[src/rtl/sdc_pkg.sv]
package sdc_pkg;

   typedef enum logic [1:0] {
      MODE_IDLE = 2'd0,
      MODE_CODE = 2'd1,
      MODE_PAT  = 2'd2,
      MODE_SYM  = 2'd3
   } mode_e;

   localparam int OP_W = 3;

   localparam logic [OP_W-1:0] OP_TEST  = 3'b000;
   localparam logic [OP_W-1:0] OP_CODE  = 3'b001;
   localparam logic [OP_W-1:0] OP_PAT   = 3'b010;
   localparam logic [OP_W-1:0] OP_SYM   = 3'b011;
   localparam logic [OP_W-1:0] OP_PORT  = 3'b100;
   localparam logic [OP_W-1:0] OP_DUTY  = 3'b101;
   localparam logic [OP_W-1:0] OP_DIGIT = 3'b110;
   localparam logic [OP_W-1:0] OP_OVR   = 3'b111;

endpackage

[src/rtl/sdc_sync.sv]
module sdc_sync #(
   parameter int            W       = 3,
   parameter int            STAGES  = 2,
   parameter logic [W-1:0]  RST_VAL = '0
) (
   input  logic          clk,
   input  logic          rst_n,
   input  logic [W-1:0]  d,
   output logic [W-1:0]  q
);

   logic [W-1:0] stg [STAGES];

   generate
      for (genvar s = 0; s < STAGES; s++) begin : g_stage
         if (s == 0) begin : g_first
            always_ff @(posedge clk or negedge rst_n) begin
               if (!rst_n) stg[0] <= RST_VAL;
               else        stg[0] <= d;
            end
         end else begin : g_next
            always_ff @(posedge clk or negedge rst_n) begin
               if (!rst_n) stg[s] <= RST_VAL;
               else        stg[s] <= stg[s-1];
            end
         end
      end
   endgenerate

   assign q = stg[STAGES-1];

endmodule

[src/rtl/sdc_framer.sv]
module sdc_framer #(
   parameter int DW = 8
) (
   input  logic          clk,
   input  logic          rst_n,
   input  logic          sel_n_s,
   input  logic          sck_s,
   input  logic          sdi_s,
   output logic          byte_vld,
   output logic [DW-1:0] byte_q,
   output logic          first_q
);

   localparam int CNT_W = $clog2(DW);

   logic             sck_d;
   logic             sck_rise;
   logic [CNT_W-1:0] bit_cnt;
   logic [DW-1:0]    shreg;
   logic [DW-1:0]    shreg_nx;

   assign sck_rise = sck_s & ~sck_d;
   assign shreg_nx = {sdi_s, shreg[DW-1:1]};

   always_ff @(posedge clk or negedge rst_n) begin
      if (!rst_n) begin
         sck_d    <= 1'b0;
         bit_cnt  <= '0;
         shreg    <= '0;
         byte_vld <= 1'b0;
         byte_q   <= '0;
         first_q  <= 1'b1;
      end else begin
         sck_d    <= sck_s;
         byte_vld <= 1'b0;
         if (sel_n_s) begin
            bit_cnt <= '0;
            first_q <= 1'b1;
         end else begin
            if (byte_vld) first_q <= 1'b0;
            if (sck_rise) begin
               shreg <= shreg_nx;
               if (bit_cnt == CNT_W'(DW-1)) begin
                  byte_vld <= 1'b1;
                  byte_q   <= shreg_nx;
                  bit_cnt  <= '0;
               end else begin
                  bit_cnt <= bit_cnt + 1'b1;
               end
            end
         end
      end
   end

endmodule

[src/rtl/sdc_exec.sv]
module sdc_exec
   import sdc_pkg::*;
#(
   parameter int DW         = 8,
   parameter int CODE_AW    = 5,
   parameter int CODE_DEPTH = 24,
   parameter int PAT_AW     = 4,
   parameter int PAT_COLS   = 5,
   parameter int PAT_ROWS   = 7,
   parameter int SYM_W      = 4,
   parameter int PORT_W     = 4,
   parameter int DUTY_W     = 3,
   parameter int DIG_W      = 4,
   localparam int PAT_W     = PAT_COLS * PAT_ROWS
) (
   input  logic               clk,
   input  logic               rst_n,
   input  logic               byte_vld,
   input  logic [DW-1:0]      byte_in,
   input  logic               first,
   output logic               code_we,
   output logic [CODE_AW-1:0] code_addr,
   output logic [DW-1:0]      code_data,
   output logic               pat_we,
   output logic [PAT_AW-1:0]  pat_addr,
   output logic [PAT_W-1:0]   pat_data,
   output logic               sym_we,
   output logic [CODE_AW-1:0] sym_addr,
   output logic [SYM_W-1:0]   sym_data,
   output logic [PORT_W-1:0]  gpo,
   output logic [DUTY_W-1:0]  duty,
   output logic [DIG_W-1:0]   digit_cnt,
   output logic               ovr_lo,
   output logic               ovr_hi
);

   localparam int COL_W = $clog2(PAT_COLS);
   localparam logic [CODE_AW:0] CODE_LIM = (CODE_AW+1)'(CODE_DEPTH);

   mode_e              mode;
   logic [CODE_AW-1:0] code_ptr;
   logic [CODE_AW-1:0] sym_ptr;
   logic [PAT_AW-1:0]  pat_ptr;
   logic [COL_W-1:0]   col;
   logic [PAT_W-1:0]   pat_acc;
   logic [PAT_W-1:0]   pat_nx;
   logic [OP_W-1:0]    op;

   assign op = byte_in[DW-1 -: OP_W];

   always_comb begin
      pat_nx = pat_acc;
      for (int k = 0; k < PAT_ROWS; k++) begin
         pat_nx[int'(col) + PAT_COLS*k] = byte_in[k];
      end
   end

   always_ff @(posedge clk or negedge rst_n) begin
      if (!rst_n) begin
         mode      <= MODE_IDLE;
         code_ptr  <= '0;
         sym_ptr   <= '0;
         pat_ptr   <= '0;
         col       <= '0;
         pat_acc   <= '0;
         code_we   <= 1'b0;
         code_addr <= '0;
         code_data <= '0;
         pat_we    <= 1'b0;
         pat_addr  <= '0;
         pat_data  <= '0;
         sym_we    <= 1'b0;
         sym_addr  <= '0;
         sym_data  <= '0;
         gpo       <= '0;
         duty      <= '0;
         digit_cnt <= '0;
         ovr_lo    <= 1'b1;
         ovr_hi    <= 1'b0;
      end else begin
         code_we <= 1'b0;
         pat_we  <= 1'b0;
         sym_we  <= 1'b0;
         if (byte_vld) begin
            if (first || mode == MODE_IDLE) begin
               mode <= MODE_IDLE;
               case (op)
                  OP_CODE: begin
                     mode     <= MODE_CODE;
                     code_ptr <= byte_in[CODE_AW-1:0];
                  end
                  OP_PAT: begin
                     mode    <= MODE_PAT;
                     pat_ptr <= byte_in[PAT_AW-1:0];
                     col     <= '0;
                  end
                  OP_SYM: begin
                     mode    <= MODE_SYM;
                     sym_ptr <= byte_in[CODE_AW-1:0];
                  end
                  OP_PORT:  gpo       <= byte_in[PORT_W-1:0];
                  OP_DUTY:  duty      <= byte_in[DUTY_W-1:0];
                  OP_DIGIT: digit_cnt <= byte_in[DIG_W-1:0];
                  OP_OVR: begin
                     ovr_lo <= byte_in[0];
                     ovr_hi <= byte_in[1];
                  end
                  default: ;
               endcase
            end else begin
               case (mode)
                  MODE_CODE: begin
                     if ({1'b0, code_ptr} < CODE_LIM) begin
                        code_we   <= 1'b1;
                        code_addr <= code_ptr;
                        code_data <= byte_in;
                     end
                     code_ptr <= code_ptr + 1'b1;
                  end
                  MODE_SYM: begin
                     if ({1'b0, sym_ptr} < CODE_LIM) begin
                        sym_we   <= 1'b1;
                        sym_addr <= sym_ptr;
                        sym_data <= byte_in[SYM_W-1:0];
                     end
                     sym_ptr <= sym_ptr + 1'b1;
                  end
                  MODE_PAT: begin
                     pat_acc <= pat_nx;
                     if (col == COL_W'(PAT_COLS-1)) begin
                        pat_we   <= 1'b1;
                        pat_addr <= pat_ptr;
                        pat_data <= pat_nx;
                        pat_ptr  <= pat_ptr + 1'b1;
                        col      <= '0;
                     end else begin
                        col <= col + 1'b1;
                     end
                  end
                  default: ;
               endcase
            end
         end
      end
   end

endmodule

[src/rtl/ser_cmd_decoder.sv]
module ser_cmd_decoder #(
   parameter int DW          = 8,
   parameter int CODE_AW     = 5,
   parameter int CODE_DEPTH  = 24,
   parameter int PAT_AW      = 4,
   parameter int PAT_COLS    = 5,
   parameter int PAT_ROWS    = 7,
   parameter int SYM_W       = 4,
   parameter int PORT_W      = 4,
   parameter int DUTY_W      = 3,
   parameter int DIG_W       = 4,
   parameter int SYNC_STAGES = 2,
   localparam int PAT_W      = PAT_COLS * PAT_ROWS
) (
   input  logic               clk,
   input  logic               rst_n,
   input  logic               cs_n,
   input  logic               sck,
   input  logic               sdi,
   output logic               code_we,
   output logic [CODE_AW-1:0] code_addr,
   output logic [DW-1:0]      code_data,
   output logic               pat_we,
   output logic [PAT_AW-1:0]  pat_addr,
   output logic [PAT_W-1:0]   pat_data,
   output logic               sym_we,
   output logic [CODE_AW-1:0] sym_addr,
   output logic [SYM_W-1:0]   sym_data,
   output logic [PORT_W-1:0]  gpo,
   output logic [DUTY_W-1:0]  duty,
   output logic [DIG_W-1:0]   digit_cnt,
   output logic               ovr_lo,
   output logic               ovr_hi
);

   generate
      if (CODE_AW + sdc_pkg::OP_W > DW) begin : g_bad_aw
         $error("address field overlaps the opcode");
      end
      if (PAT_ROWS > DW - 1 || PAT_AW > CODE_AW) begin : g_bad_pat
         $error("pattern geometry does not fit a byte");
      end
      if (CODE_DEPTH > (1 << CODE_AW) || SYM_W > DW) begin : g_bad_depth
         $error("memory depth or symbol width out of range");
      end
      if (PORT_W > DW - 3 || DUTY_W > DW - 3 || DIG_W > DW - 3) begin : g_bad_reg
         $error("register field overlaps the opcode");
      end
      if (SYNC_STAGES < 2) begin : g_bad_sync
         $error("at least two synchroniser stages are needed");
      end
   endgenerate

   logic [2:0]    link_s;
   logic          byte_vld;
   logic [DW-1:0] byte_q;
   logic          first_q;

   sdc_sync #(
      .W       (3),
      .STAGES  (SYNC_STAGES),
      .RST_VAL (3'b100)
   ) sync_i (
      .clk   (clk),
      .rst_n (rst_n),
      .d     ({cs_n, sck, sdi}),
      .q     (link_s)
   );

   sdc_framer #(.DW(DW)) framer_i (
      .clk      (clk),
      .rst_n    (rst_n),
      .sel_n_s  (link_s[2]),
      .sck_s    (link_s[1]),
      .sdi_s    (link_s[0]),
      .byte_vld (byte_vld),
      .byte_q   (byte_q),
      .first_q  (first_q)
   );

   sdc_exec #(
      .DW         (DW),
      .CODE_AW    (CODE_AW),
      .CODE_DEPTH (CODE_DEPTH),
      .PAT_AW     (PAT_AW),
      .PAT_COLS   (PAT_COLS),
      .PAT_ROWS   (PAT_ROWS),
      .SYM_W      (SYM_W),
      .PORT_W     (PORT_W),
      .DUTY_W     (DUTY_W),
      .DIG_W      (DIG_W)
   ) exec_i (
      .clk       (clk),
      .rst_n     (rst_n),
      .byte_vld  (byte_vld),
      .byte_in   (byte_q),
      .first     (first_q),
      .code_we   (code_we),
      .code_addr (code_addr),
      .code_data (code_data),
      .pat_we    (pat_we),
      .pat_addr  (pat_addr),
      .pat_data  (pat_data),
      .sym_we    (sym_we),
      .sym_addr  (sym_addr),
      .sym_data  (sym_data),
      .gpo       (gpo),
      .duty      (duty),
      .digit_cnt (digit_cnt),
      .ovr_lo    (ovr_lo),
      .ovr_hi    (ovr_hi)
   );

endmodule

[config.mk]
export PLATFORM = sky130hd
export DESIGN_NAME = ser_cmd_decoder
export DESIGN_NICKNAME = d
export VERILOG_FILES = /design/src/rtl/sdc_pkg.sv /design/src/rtl/sdc_sync.sv /design/src/rtl/sdc_framer.sv /design/src/rtl/sdc_exec.sv /design/src/rtl/ser_cmd_decoder.sv
export SDC_FILE = /design/constraint.sdc
export NUM_CORES = 1
export LEC_CHECK = 0
export BUFFER_PORTS_ARGS = -buffer_cell sky130_fd_sc_hd__buf_2
export CAP_MARGIN = 10
export CORE_MARGIN = 10
export CORE_UTILIZATION = 60
export CTS_CLUSTER_DIAMETER = 60
export CTS_CLUSTER_SIZE = 24
export DETAILED_ROUTE_END_ITERATION = 8
export HOLD_SLACK_MARGIN = 0.15
export PLACE_DENSITY_LB_ADDON = 0.1
export SYNTH_ARGS = -nofsm -noshare
export SYNTH_HDL_FRONTEND = slang
export SYNTH_SLANG_ARGS = --single-unit
[constraint.sdc]
create_clock -name clk -period 5.9 [get_ports clk]
set_clock_uncertainty 0.2 [all_clocks]
set_input_delay 1.475 -clock clk [delete_from_list [all_inputs] [get_ports clk]]
set_output_delay 1.475 -clock clk [all_outputs]
set_load 0.02 [all_outputs]
### Word-level counts from Yosys, hierarchy flattened

Index checks and enable logic that the tools add are counted.

* output and inout port bits: 77
* input bits: 5
* register bits after elaboration: 159
* word-level logic and storage cells: 160

* add/sub/neg operators: 11
* equality and inequality tests: 15
* reductions and logical operators: 30
* bitwise gates (word level): 4
* multiplexer cells: 56
* $lt $le $gt $ge: 16

Operator list (number)
* 35-bit bitwise mux: 7
* 32-bit by 1-bit greater-or-equal comparator with 1-bit output (second input constant): 6
* 32-bit by 8-bit less-than comparator with 1-bit output (second input constant): 6
* 1-bit demux with 6-bit select: 6
* 5-bit two-way mux: 6
* 3-bit AND reduction: 9
* 1-bit two-way mux: 24
* 3-bit two-way mux: 7
* 3-bit by 5-bit adder with 6-bit output (second input constant): 3
* 3-bit == test (second input constant): 6
* 4-bit two-way mux: 4
* 4-bit AND reduction: 4
* 2-bit nonzero test: 6
* 3-bit by 4-bit adder with 5-bit output (second input constant): 2
* 5-bit by 1-bit adder with 5-bit output (second input constant): 2
* 5-bit less-than comparator (second input constant): 2
* 1-bit logical AND: 7
* 3-bit by 7-bit less-than comparator with 1-bit output (second input constant): 1
* 3-bit by 1-bit adder with 3-bit output (second input constant): 2
* 3-bit by 2-bit == test with 1-bit output (second input constant): 2
* 2-bit != test (second input constant): 3
* 2-bit one-hot mux with 3 select lines: 1
* 3-bit by 3-bit adder with 4-bit output (second input constant): 1
* 4-bit by 1-bit adder with 4-bit output (second input constant): 1
* other kinds (10): 14

### Depth between registers and ports, before layout

Gate-level depths: netlist of run 1.

* depth in word-level cells: 11
* mapped depth: 11
* gate-level depth less buffers: 8

### Modules after synthesis

A second synthesis of run 1 with hierarchy kept.

* cell total of the unflattened synthesis: 858
* area total of the unflattened synthesis: 8280.4 µm²

By module, submodules not included
* sdc_exec: instances 1, cells an instance 797, seq. area each 3254.4 µm², area each 7273.2 µm²
* sdc_framer: instances 1, cells an instance 52, seq. area each 526.8 µm², area each 832.0 µm²
* sdc_sync: instances 1, cells an instance 9, seq. area each 152.6 µm², area each 175.2 µm²

### Worst setup path after synthesis of run 1

No wires, ideal clock.

* kind: reg-to-reg
* start point: register exec_i.col[0]
* end point: register exec_i.pat_acc[28]
* data required time: 5.567 ns
* path buffers: 2
* setup slack: 2.787 ns
* arrival: 2.780 ns
* clock period less this slack: 3.113 ns
* setup time: 0.133 ns
* stages on the path, launching flop included: 11
* cell sequence: dfrtp_1 -> clkbuf_1 -> buf_1 -> inv_1 -> ha_1 -> ha_1 -> nor4b_1 -> a21boi_0 -> o31a_1 -> a31oi_1 -> o21ai_0

* longest elaborated chain between the ends: 11
* elaborated cells between the ends (all ways): 42
* those cells by class: 6 x add/sub; 12 x order compare; 18 x mux; 6 x reduce/logical

Ends and longest elaborated chain
* start: declaration: line sdc_exec.sv:44 `logic [COL_W-1:0] col;`
* start signal: assignment: line sdc_exec.sv:137 `col <= col + 1'b1;`
* 3-bit by 3-bit adder with 4-bit output: line sdc_exec.sv:54 `pat_nx[int'(col) + PAT_COLS*k] = byte_in[k];`
* 32-bit by 1-bit greater-or-equal comparator with 1-bit output (not written as such) / 32-bit by 8-bit less-than comparator with 1-bit output (equally long branches): line sdc_exec.sv:54
* 1-bit logical AND (not written as such): line sdc_exec.sv:54
* 1-bit two-way mux (not written as such): line sdc_exec.sv:54
* 1-bit demux with 6-bit select
* 35-bit bitwise mux (5 in a row): line sdc_exec.sv:54
* 35-bit bitwise mux *: line sdc_exec.sv:54
* end signal: assignment: line sdc_exec.sv:129 `pat_acc <= pat_nx;`
* end: declaration: line sdc_exec.sv:45 `logic [PAT_W-1:0] pat_acc;`

Every way passes the cells marked *; elsewhere a longest branch is shown, timed or not.
A chain may end at the register's enable or synchronous reset.

### Worst setup path in the final report of run 1

* start point: register exec_i.col[0]
* end point: register exec_i.pat_acc[14]

Same word-level chain as after synthesis.

==> summary.txt, run 1 <==
Clock tree
  – Root buf cell: clkbuf_16
  – Longest Clk Path Bufs: 2
  – CTS tree: done
  – CTS buffer count: 17
  – Clock slew at reported path FFs: 0.07 ns
  – Post-CTS Repair Setup Buffers: 0
  – Max H-tree Level: 4
  – # hold bufs at CTS: 0
  – Sinks on the clock net: 157
  – Worst-Skew Late Latency: 0.44 ns
  – CTS resizes: 0

Floorplanning
  – Die Ht: 136 um
  – Core Area: 13,200 um2
  – Initial core utilization: 61.1%
  – IO Count: 82
  – Total die area: 18,500 um2
  – Std cell rows: 42
  – Die Wd: 136 um

Power and ir drop
  – Sw frac: 23.5%
  – Switching power total: 0.529 mW
  – Total design power: 2.26 mW
  – Clock share of power: 48.5%
  – Int Pwr: 1.73 mW
  – Combinational power share: 2.0%
  – Static leakage: 4.44 nW
  – Sequential share of power: 49.5%
  – Peak VDD IR: 0.000200 V
  – Power per Cell Area: 248 nW/um2

Synth
  – Largest family of logic cells by synthesized area: simple AND/OR/NAND/NOR gates
  – Number of distinct library cells after synthesis: 65
  – Sequential-to-total area share from yosys stat: 48.6%
  – Adder-cell area share of the yosys netlist: 2.63%
  – Ys Warns: 0
  – Syn_nets: 885
  – Simple-gate portion of the synthesized area: 18.2%
  – Area contributors post-synth: dfrtp_1 (47%), nand2_1 (7.1%), o21ai_0 (5.7%), mux2_2 (4.9%), clkbuf_1 (3.0%)
  – Synthesized area per cell: 9.38 um2
  – Synthesized instance count: 863
  – FFs w/ async S/R, synth: 100%
  – Post-synthesis mux area share: 9.26%
  – Yosys top cell by area: dfrtp_1
  – Compound-cell area share of the yosys netlist: 17.3%
  – Top_reg_cell synth: dfrtp_1
  – Yosys top cell area share: 47.3%
  – Post-Syn Area: 8090 um2
  – Post-synthesis register bit count: 157
  – Post-synth EDFFs: 0
  – XOR/XNOR Fraction of Synth Area: 0%
  – Post-synth top cells: dfrtp_1 (153), nand2_1 (153), o21ai_0 (92)

STA
  – F_max: 238 MHz
  – Max-Slew Margin vs Limit: 8.78%
  – Fin crit period: 4.20 ns
  – Final setup fails: 0
  – Max Slew Vio Count: 0
  – Worst-Margin Slew: 1.35 ns
  – Final Hold Violating Endpoints: 0
  – RSZ-0062 raised after global routing: false
  – Final TNS setup: 0 ns
  – Period utilization: 71.2%

Worst setup path
  – Critical path data arrival time: 4.28 ns
  – Worst Setup End Kind: register
  – Worst Setup Path Type: reg2reg
  – Worst Path Required: 5.98 ns
  – Max FO, Critical Path: 34
  – Critical Path Start Type: register

Global routing
  – Largest net degree at the start of global routing: 99
  – Met1 usage: 30.3%
  – Met3 usage: 5.79%
  – Vias in the first global route: 6,817
  – First-pass GRT wire length: 35,400 um
  – Global route hottest layer: met2
  – GR Util All Layers: 23.9%
  – GR Overflow Total: 0
  – Met2 usage: 39.4%
  – Antenna violations before repair: 0

Routing
  – Drt initial violations: 707
  – Vias after detailed routing: 6,799
  – Post-route ant nets: 0
  – Drt pass-1 iters: 9
  – Routed wire length per instance: 20.0 um
  – Drt via density: 6.24
  – Final wirelength: 21,700 um
  – # DRC: 1

Outcome
  – Failing checks: DRC
  – Status: finished with violations

Finish
  – Synthesis-to-layout area growth: 12.6%
  – Layout net count: 922
  – Share of layout cells above drive strength 1: 20.2%
  – N_diodes: 0

Placed design
  – Port bufs: 81
  – Detailed placement HPWL: 14,500 um
  – RePlAce Congestion: 0.947

Run
  – Max Cap Viol: 0

Worst hold path
  – HP Class: reg2reg
registers in the layout (all words and copies together), names as in the netlist, 5 cells and up:
register and count:
exec_i.pat_data 35, exec_i.pat_acc 34, exec_i.code_data 8, framer_i.byte_q 8
framer_i.shreg 7, exec_i.code_addr 5, exec_i.code_ptr 5, exec_i.sym_addr 5
exec_i.sym_ptr 5
final cells by class:
class | count | area [um2]
clock buffers | 18 | 439
clock inverters | 14 | 156
fillers | 1056 | 4130
inverters | 13 | 48.8
multi-input cells | 621 | 3830
flip-flops and latches | 157 | 3930
well taps | 176 | 220
repair buffers | 90 | 479
kinds of logic (layout without fill, tap and decap cells):
family          count (synthesis)  after routing
compound gates                221            221
fa+ha+maj                      17             17
buf+inv                        85            135
flops                         157            157
mux                            66             66
simple gates                  317            317
power by group through the flow:
stage / Clock [mW] / Sequential [mW] / Combinational (mW)
global placement: 0 / 1.13 / 0.0453
detailed placement: 0 / 1.13 / 0.0479
finish: 1.09 / 1.12 / 0.0460
floorplan: 0 / 1.13 / 0.0209
CTS: 1.10 / 1.12 / 0.0483
global route: 1.15 / 1.12 / 0.0525
critical path: stages, from the launching register on:
cell and delay, ns:
dfrtp_1 1.00, inv_1 0.31, ha_1 0.30, ha_1 0.36, nor4bb_1 1.14, nand2_1 0.18, o221a_2 0.30, a21oi_1 0.15
o21ai_0 0.10
placed cells by master, fill, tap and decap left out, drive strengths merged, types with 5 or more instances in the layout:
cell,instances
nand3,25
inv,17
a21o,5
nor2,56
ha,17
nand2b,11
o21ai,93
dfrtp,153
a32oi,8
a21oi,40
nor3b,9
mux2,44
nor2b,7
a31oi,6
a32o,5
clkbuf,18
a31o,6
and2,6
nand4,11
a221oi,6
o22a,5
mux2i,22
nor3,11
nand2,153
o31ai,5
buf,90
and3,11
clkinv,9
a22oi,5
layer usage:
| metal | vias to the layer above | part of all wire (%) |
|---|---|---|
| met3 | 56 | 7.1 |
| li1 | 3140 | - |
| met4 | 0 | 2.5 |
| met2 | 312 | 49 |
| met1 | 3291 | 41 |
| met5 | - | 0 |
final timing paths:
path	start	end	cells past startpoint	slack, ns
max	exec_i.col[0]	exec_i.pat_acc[14]	8	1.70
min	sync_i.stg[4]	sync_i.q[1]	0	0.15
max reg2reg	exec_i.col[0]	exec_i.pat_acc[14]	8	1.70
min reg2reg	sync_i.stg[4]	sync_i.q[1]	0	0.15
max in group asynchronous	rst_n	framer_i.first_q	2	3.55
min in group asynchronous	rst_n	exec_i.pat_acc[10]	1	0.87
metrics by stage:
step	instances	utilization [%]	cell area [um2]	setup slack (ns)	hold WS, ns
5_1_grt	1089	68.8	9110	1.49	0.160
4_1_cts	1089	68.8	9110	1.88	0.155
3_3_place_gp	1057	64.3	8520	2.11	0.135
6_report	1089	68.8	9110	1.70	0.153
2_1_floorplan	863	-	8090	2.79	0.131
3_5_place_dp	1057	64.3	8520	1.88	0.139
No activity file was read; power rests on OpenSTA's default activity.
==> run 2: changes to the inputs <==
--- a/config.mk
+++ b/config.mk
@@ -8,7 +8,7 @@
 export BUFFER_PORTS_ARGS = -buffer_cell sky130_fd_sc_hd__buf_2
 export CAP_MARGIN = 10
 export CORE_MARGIN = 10
-export CORE_UTILIZATION = 60
+export CORE_UTILIZATION = 54
 export CTS_CLUSTER_DIAMETER = 60
 export CTS_CLUSTER_SIZE = 24
 export DETAILED_ROUTE_END_ITERATION = 8
==> constraint.sdc (replaced) <==
create_clock -name clk -period 3.8 [get_ports clk]
set_clock_uncertainty 0.2 [all_clocks]
set_input_delay 0.95 -clock clk [delete_from_list [all_inputs] [get_ports clk]]
set_output_delay 0.95 -clock clk [all_outputs]
set_load 0.02 [all_outputs]
==> summary.txt, run 2 (synthesized netlist as in run 1, its figures left out) <==
Clock tree
  – CTS buffer count: 17 (unchanged)
  – Max H-tree Level: 4 (unchanged)
  – CTS tree: done
  – CTS resizes: 0 (unchanged)
  – Clock slew at reported path FFs: 0.08 ns (about the same)
  – # hold bufs at CTS: 0 (unchanged)
  – Worst-Skew Late Latency: 0.44 ns (about the same)
  – Root buf cell: clkbuf_16
  – Post-CTS Repair Setup Buffers: 0 (unchanged)
  – Longest Clk Path Bufs: 2 (unchanged)
  – Sinks on the clock net: 157 (unchanged)

Placed design
  – RePlAce Congestion: 0.935 (-1.3%)
  – Port bufs: 81 (unchanged)
  – DP Worst Slack: 0.983 ns (-0.899 ns)
  – Detailed placement HPWL: 15,500 um (+7.2%)

Finish
  – Reg with most FFs: exec_i.pat_data
  – Synthesis-to-layout area growth: 14.5%
  – Commonest non-fill, non-tap cells in the layout: nand2_1 (153), dfrtp_1 (153), o21ai_0 (92), buf_2 (80), nor2_1 (56)
  – N_diodes: 0 (unchanged)
  – Share of layout cells above drive strength 1: 21.4% (+1.3 points)
  – Max FFs per register: 35 (unchanged)
  – Sequential Area: 3930 um2 (unchanged)
  – Fin util: 63.5% (-5.3 points)
  – Layout net count: 937 (+1.6%)
  – # fillers: 1,232 (+17%)
  – Multi-input logic area: 3830 um2 (unchanged)
  – Top flop regs: exec_i.pat_data: 35 flops, exec_i.pat_acc: 34 flops

Worst setup path
  – Worst Path Required: 3.90 ns (-2.08 ns)
  – CP max stage delay: 0.56 ns (-0.58 ns)
  – Max FO, Critical Path: 8 (-76%)
  – Top cell by count, worst path: ha_1
  – Critical Path Start Type: register
  – Critical path's slowest cell: nor4b_1
  – Worst Setup End Kind: register
  – Bufs and invs on worst path: 1 (unchanged)
  – Critical path's top delay family: compound AO/OA/AOI/OAI gates
  – Worst path cell trace: inv_1 > ha_1 > ha_1 > nor4b_1 > a21boi_0 > o31a_1 > a31oi_1 > o21ai_0
  – Critical path data arrival time: 2.94 ns (-1.34 ns)
  – Worst Setup Path Type: reg2reg

Power and ir drop
  – Clock share of power: 49.0% (+0.5 points)
  – Sequential share of power: 48.9% (-0.6 points)
  – Static leakage: 4.52 nW (+1.9%)
  – Int Pwr: 2.63 mW (+53%)
  – Power per Cell Area: 383 nW/um2 (+55%)
  – Total design power: 3.55 mW (+57%)
  – Sw frac: 25.7% (+2.3 points)
  – Peak VDD IR: 0.000345 V (+72%)
  – Switching power total: 0.912 mW (+72%)
  – Combinational power share: 2.1% (about the same)

Routing
  – # DRC: 0 (-1)
  – Final wirelength: 22,500 um (+3.7%)
  – Drt pass-1 iters: 5 (-4)
  – Routed wire length per instance: 20.3 um (+1.5%)
  – Post-route ant nets: 0 (unchanged)
  – Drt initial violations: 621 (-12%)
  – Drt via density: 6.12 (-1.9%)
  – Vias after detailed routing: 6,809 (+0.15%)

STA
  – Final Hold Violating Endpoints: 0 (unchanged)
  – Worst hold margin: 0.157 ns (+0.00365 ns)
  – RSZ-0062 raised after global routing: false
  – Max Slew Vio Count: 0 (unchanged)
  – Fin crit period: 2.85 ns (-1.35 ns)
  – Final setup fails: 0 (unchanged)
  – Period utilization: 74.9% (+3.7 points)
  – Max-Slew Margin vs Limit: 35.3% (+27 points)
  – Setup WS post-layout: 0.955 ns (-0.746 ns)
  – Final TNS setup: 0 ns (unchanged)
  – Worst-Margin Slew: 0.971 ns (-0.379 ns)
  – F_max: 351 MHz (+48%)

Floorplanning
  – IO Count: 82 (unchanged)
  – Die Wd: 142 um (+4.6%)
  – Initial core utilization: 55.5% (-5.6 points)
  – Die Ht: 142 um (+4.6%)
  – Total die area: 20,300 um2 (+9.4%)
  – Core Area: 14,600 um2 (+10%)
  – Std cell rows: 44 (+4.8%)

Global routing
  – First-pass GRT wire length: 37,000 um (+4.4%)
  – Antenna violations before repair: 0 (unchanged)
  – Vias in the first global route: 6,827 (+0.15%)
  – GR Overflow Total: 0 (unchanged)
  – GR Util All Layers: 22.7% (-1.2 points)
  – Largest net degree at the start of global routing: 69 (-30%)

Outcome
  – Status: finished, final reports clean

Worst hold path
  – HP Class: reg2reg

Run
  – Max Cap Viol: 0 (unchanged)
[run 2: changes by cell type in the layout (fill, tap and decap cells not counted)]
cell,before,now
buf_4,9,23
clkinv_4,4,1
clkinv_8,2,5
clkinv_2,2,0
inv_8,2,4
buf_12,0,1
bufinv_16,1,0
clkbuf_8,1,0
inv_12,0,1
inv_6,3,4
[run 2: worst paths after layout]
path,start,end,slack (ns),depth (start not counted)
max,exec_i.col[1],exec_i.pat_acc[28],0.95,8
min,sync_i.stg[5],sync_i.q[2],0.16,0
max reg2reg,exec_i.col[1],exec_i.pat_acc[28],0.95,8
min reg2reg,sync_i.stg[5],sync_i.q[2],0.16,0
max in group asynchronous,rst_n,exec_i.sym_data[3],2.29,2
min in group asynchronous,rst_n,exec_i.pat_acc[8],0.29,1
[run 2: through the flow]
| step | cells | area (um2) |
|---|---|---|
| floorplan | 863 | 8090 |
| global placement | 1080 | 8650 |
| detailed placement | 1080 | 8650 |
| CTS | 1112 | 9260 |
| global route | 1112 | 9260 |
| finish | 1112 | 9260 |
[run 2: cell type report]
type	count	share of cell area [%]
multi-input combinational	621	41.4
timing repair buffer	105	6.52
clock buffer	17	4.59
sequential	157	42.5
clock inverter	15	2.01
inverter	13	0.527
tap	184	2.49
[run 2: metal layers]
layer / vias up / share of wire, % / global-route usage [%]
li1: 3162 / - / -
met1: 3377 / 43 / 28.6
met2: 222 / 48 / 37.1
met3: 48 / 5.8 / 5.54
met4: 0 / 2.7 / 8.63
met5: - / 0 / 0
[run 2: power groups by stage]
| stage | logic [mW] | clock network, mW | registers (mW) |
|---|---|---|---|
| 6_report | 0.0740 | 1.74 | 1.73 |
| 3_5_place_dp | 0.0769 | 0 | 1.76 |
| 4_1_cts | 0.0776 | 1.77 | 1.73 |
| 3_3_place_gp | 0.0719 | 0 | 1.76 |
| 5_1_grt | 0.0850 | 1.84 | 1.74 |
| 2_1_floorplan | 0.0324 | 0 | 1.75 |
==> run 3: changes to the inputs <==
--- a/config.mk
+++ b/config.mk
@@ -8,7 +8,7 @@
 export BUFFER_PORTS_ARGS = -buffer_cell sky130_fd_sc_hd__buf_2
 export CAP_MARGIN = 10
 export CORE_MARGIN = 10
-export CORE_UTILIZATION = 54
+export CORE_UTILIZATION = 59
 export CTS_CLUSTER_DIAMETER = 60
 export CTS_CLUSTER_SIZE = 24
 export DETAILED_ROUTE_END_ITERATION = 8
==> constraint.sdc (replaced) <==
create_clock -name clk -period 2.7 [get_ports clk]
set_clock_uncertainty 0.2 [all_clocks]
set_input_delay 0.675 -clock clk [delete_from_list [all_inputs] [get_ports clk]]
set_output_delay 0.675 -clock clk [all_outputs]
set_load 0.02 [all_outputs]
==> summary.txt, run 3 (synthesized netlist as in run 1, its figures left out) <==
Finish
  – N_diodes: 0 (unchanged)
  – Commonest non-fill, non-tap cells in the layout: nand2_1 (153), dfrtp_1 (153), o21ai_0 (92), buf_2 (80), nor2_1 (56)
  – Share of layout cells above drive strength 1: 25.0% (+3.6 points)
  – Top flop regs: exec_i.pat_data: 35 flops, exec_i.pat_acc: 34 flops
  – Layout net count: 972 (+3.7%)
  – # fillers: 994 (-19%)
  – Synthesis-to-layout area growth: 18.5%
  – Post-route cell area: 9590 um2 (+3.5%)
  – Reg with most FFs: exec_i.pat_data
  – Multi-input logic area: 3900 um2 (+1.6%)
  – Sequential Area: 3930 um2 (unchanged)
  – Max FFs per register: 35 (unchanged)

Global routing
  – Largest net degree at the start of global routing: 56 (-19%)
  – First-pass GRT wire length: 39,400 um (+6.6%)
  – GR Util All Layers: 26.9% (+4.2 points)
  – Antenna violations before repair: 0 (unchanged)
  – GR Overflow Total: 0 (unchanged)
  – Vias in the first global route: 7,214 (+5.7%)

Clock tree
  – Root buf cell: clkbuf_16
  – Clock slew at reported path FFs: 0.07 ns (about the same)
  – Worst-Skew Late Latency: 0.43 ns (about the same)
  – Post-CTS Repair Setup Buffers: 0 (unchanged)
  – CTS buffer count: 17 (unchanged)
  – CTS tree: done
  – Longest Clk Path Bufs: 2 (unchanged)
  – Sinks on the clock net: 157 (unchanged)
  – Max H-tree Level: 4 (unchanged)

Routing
  – Drt pass-1 iters: 6 (+1)
  – Post-route ant nets: 0 (unchanged)
  – Final wirelength: 24,700 um (+9.4%)
  – Drt via density: 6.18 (+0.98%)
  – Vias after detailed routing: 7,043 (+3.4%)
  – Drt initial violations: 836 (+35%)
  – # DRC: 0 (unchanged)
  – Routed wire length per instance: 21.7 um (+6.8%)

Placed design
  – RePlAce Congestion: 0.922 (-1.4%)
  – Port bufs: 81 (unchanged)
  – Dpl cell area: 8920 um2 (+3.2%)
  – Detailed placement HPWL: 17,200 um (+11%)

Worst setup path
  – Crit path from: exec_i.col[1]
  – Reg2reg path depth: 8 (unchanged)
  – R2r startpoint: exec_i.col[1]
  – Critical Path Start Type: register
  – Last element of the critical path: exec_i.pat_acc[27]
  – Critical path data arrival time: 2.68 ns (-0.26 ns)
  – Worst Path Required: 2.84 ns (-1.06 ns)
  – Reg2reg setup slack: 0.16 ns (-0.80 ns)
  – Reg2reg end: exec_i.pat_acc[27]
  – Worst Setup Path Type: reg2reg
  – Worst Setup End Kind: register
  – Max FO, Critical Path: 8 (unchanged)

STA
  – Period utilization: 94.2% (+19 points)
  – Fin crit period: 2.54 ns (-0.301 ns)
  – Final TNS setup: 0 ns (unchanged)
  – Final setup fails: 0 (unchanged)
  – Final Hold Violating Endpoints: 0 (unchanged)
  – F_max: 393 MHz (+12%)
  – Max Slew Vio Count: 0 (unchanged)
  – RSZ-0062 raised after global routing: false
  – Worst-Margin Slew: 0.868 ns (-0.103 ns)
  – Max-Slew Margin vs Limit: 42.1% (+6.9 points)

Power and ir drop
  – Clock share of power: 48.6% (-0.4 points)
  – Power per Cell Area: 520 nW/um2 (+36%)
  – Peak VDD IR: 0.000524 V (+52%)
  – Combinational power share: 2.4% (+0.3 points)
  – Sw frac: 24.3% (-1.4 points)
  – Static leakage: 4.69 nW (+3.8%)
  – Sequential share of power: 49.0% (about the same)
  – Total design power: 4.98 mW (+41%)
  – Switching power total: 1.21 mW (+33%)
  – Int Pwr: 3.77 mW (+43%)

Floorplanning
  – Core Area: 13,300 um2 (-8.5%)
  – Total die area: 18,800 um2 (-7.3%)
  – Std cell rows: 42 (-4.5%)
  – IO Count: 82 (unchanged)
  – Die Ht: 137 um (-3.7%)
  – Die Wd: 137 um (-3.7%)
  – Initial core utilization: 60.6% (+5.2 points)

Worst hold path
  – HP Class: reg2reg

Outcome
  – Status: finished, final reports clean

Run
  – Max Cap Viol: 0 (unchanged)
==> run 3: power groups by stage <==
| stage | Sequential, mW | Combinational (mW) | Clock (mW) |
|---|---|---|---|
| 2_1_floorplan | 2.47 | 0.0456 | 0 |
| 3_3_place_gp | 2.48 | 0.106 | 0 |
| 3_5_place_dp | 2.48 | 0.112 | 0 |
| 4_1_cts | 2.44 | 0.121 | 2.44 |
| 5_1_grt | 2.44 | 0.132 | 2.55 |
| 6_report | 2.44 | 0.118 | 2.42 |
==> run 3: metal layers <==
metal / vias to the layer above / routed length, um / global-route usage (%)
met2: 286 / 12300 / 45.0
met4: 0 / 644 / 10.4
met5: - / 0 / 0
li1: 3227 / - / -
met1: 3484 / 10200 / 33.3
met3: 46 / 1520 / 5.87
==> run 3: repair_timing <==
action / CTS / global route
hold endpoints to repair: 53 / 0
hold buffers: 4 / 0
endpoints found under the setup margin: 0 / 16
gates resized for setup: 0 / 5
==> run 3: metrics by stage <==
step | setup slack, ns | instances | hold slack, ns | util, %
2_1_floorplan | 0.0123 | 863 | 0.131 | -
3_3_place_gp | 0.102 | 1103 | 0.135 | 66.9
3_5_place_dp | 0.0773 | 1103 | 0.145 | 66.9
4_1_cts | 0.0768 | 1139 | 0.160 | 71.7
5_1_grt | 0.00323 | 1139 | 0.164 | 71.8
6_report | 0.156 | 1139 | 0.158 | 71.8
==> run 3: area by class of cell <==
cell class	count	area share (%)
clock buffers	17	4.44
clock inverters	15	1.83
inverters	13	0.509
multi-input cells	621	40.6
flip-flops and latches	157	41.0
well taps	176	2.30
repair buffers	140	9.28
==> run 3: worst min-delay path by stage <==
| stage | start | to | slack, ns | cells after the start |
|---|---|---|---|---|
| floorplan | sync_i.stg[3] | sync_i.q[0] | 0.13 | 0 |
| global placement | sync_i.stg[3] | sync_i.q[0] | 0.14 | 0 |
| detailed placement | sync_i.stg[3] | sync_i.q[0] | 0.14 | 0 |
| CTS | sync_i.stg[3] | sync_i.q[0] | 0.16 | 0 |
| global route | sync_i.stg[5] | sync_i.q[2] | 0.16 | 0 |
| finish | sync_i.stg[3] | sync_i.q[0] | 0.16 | 0 |
==> run 3: critical path, cell delays in order, from the launching register on <==
cell and delay, ns:
dfrtp_1 0.38, inv_1 0.11, ha_2 0.20, ha_4 0.31, nor4bb_1 0.36, a21oi_1 0.13, a311o_1 0.34, a32o_1 0.25
o21ai_0 0.17
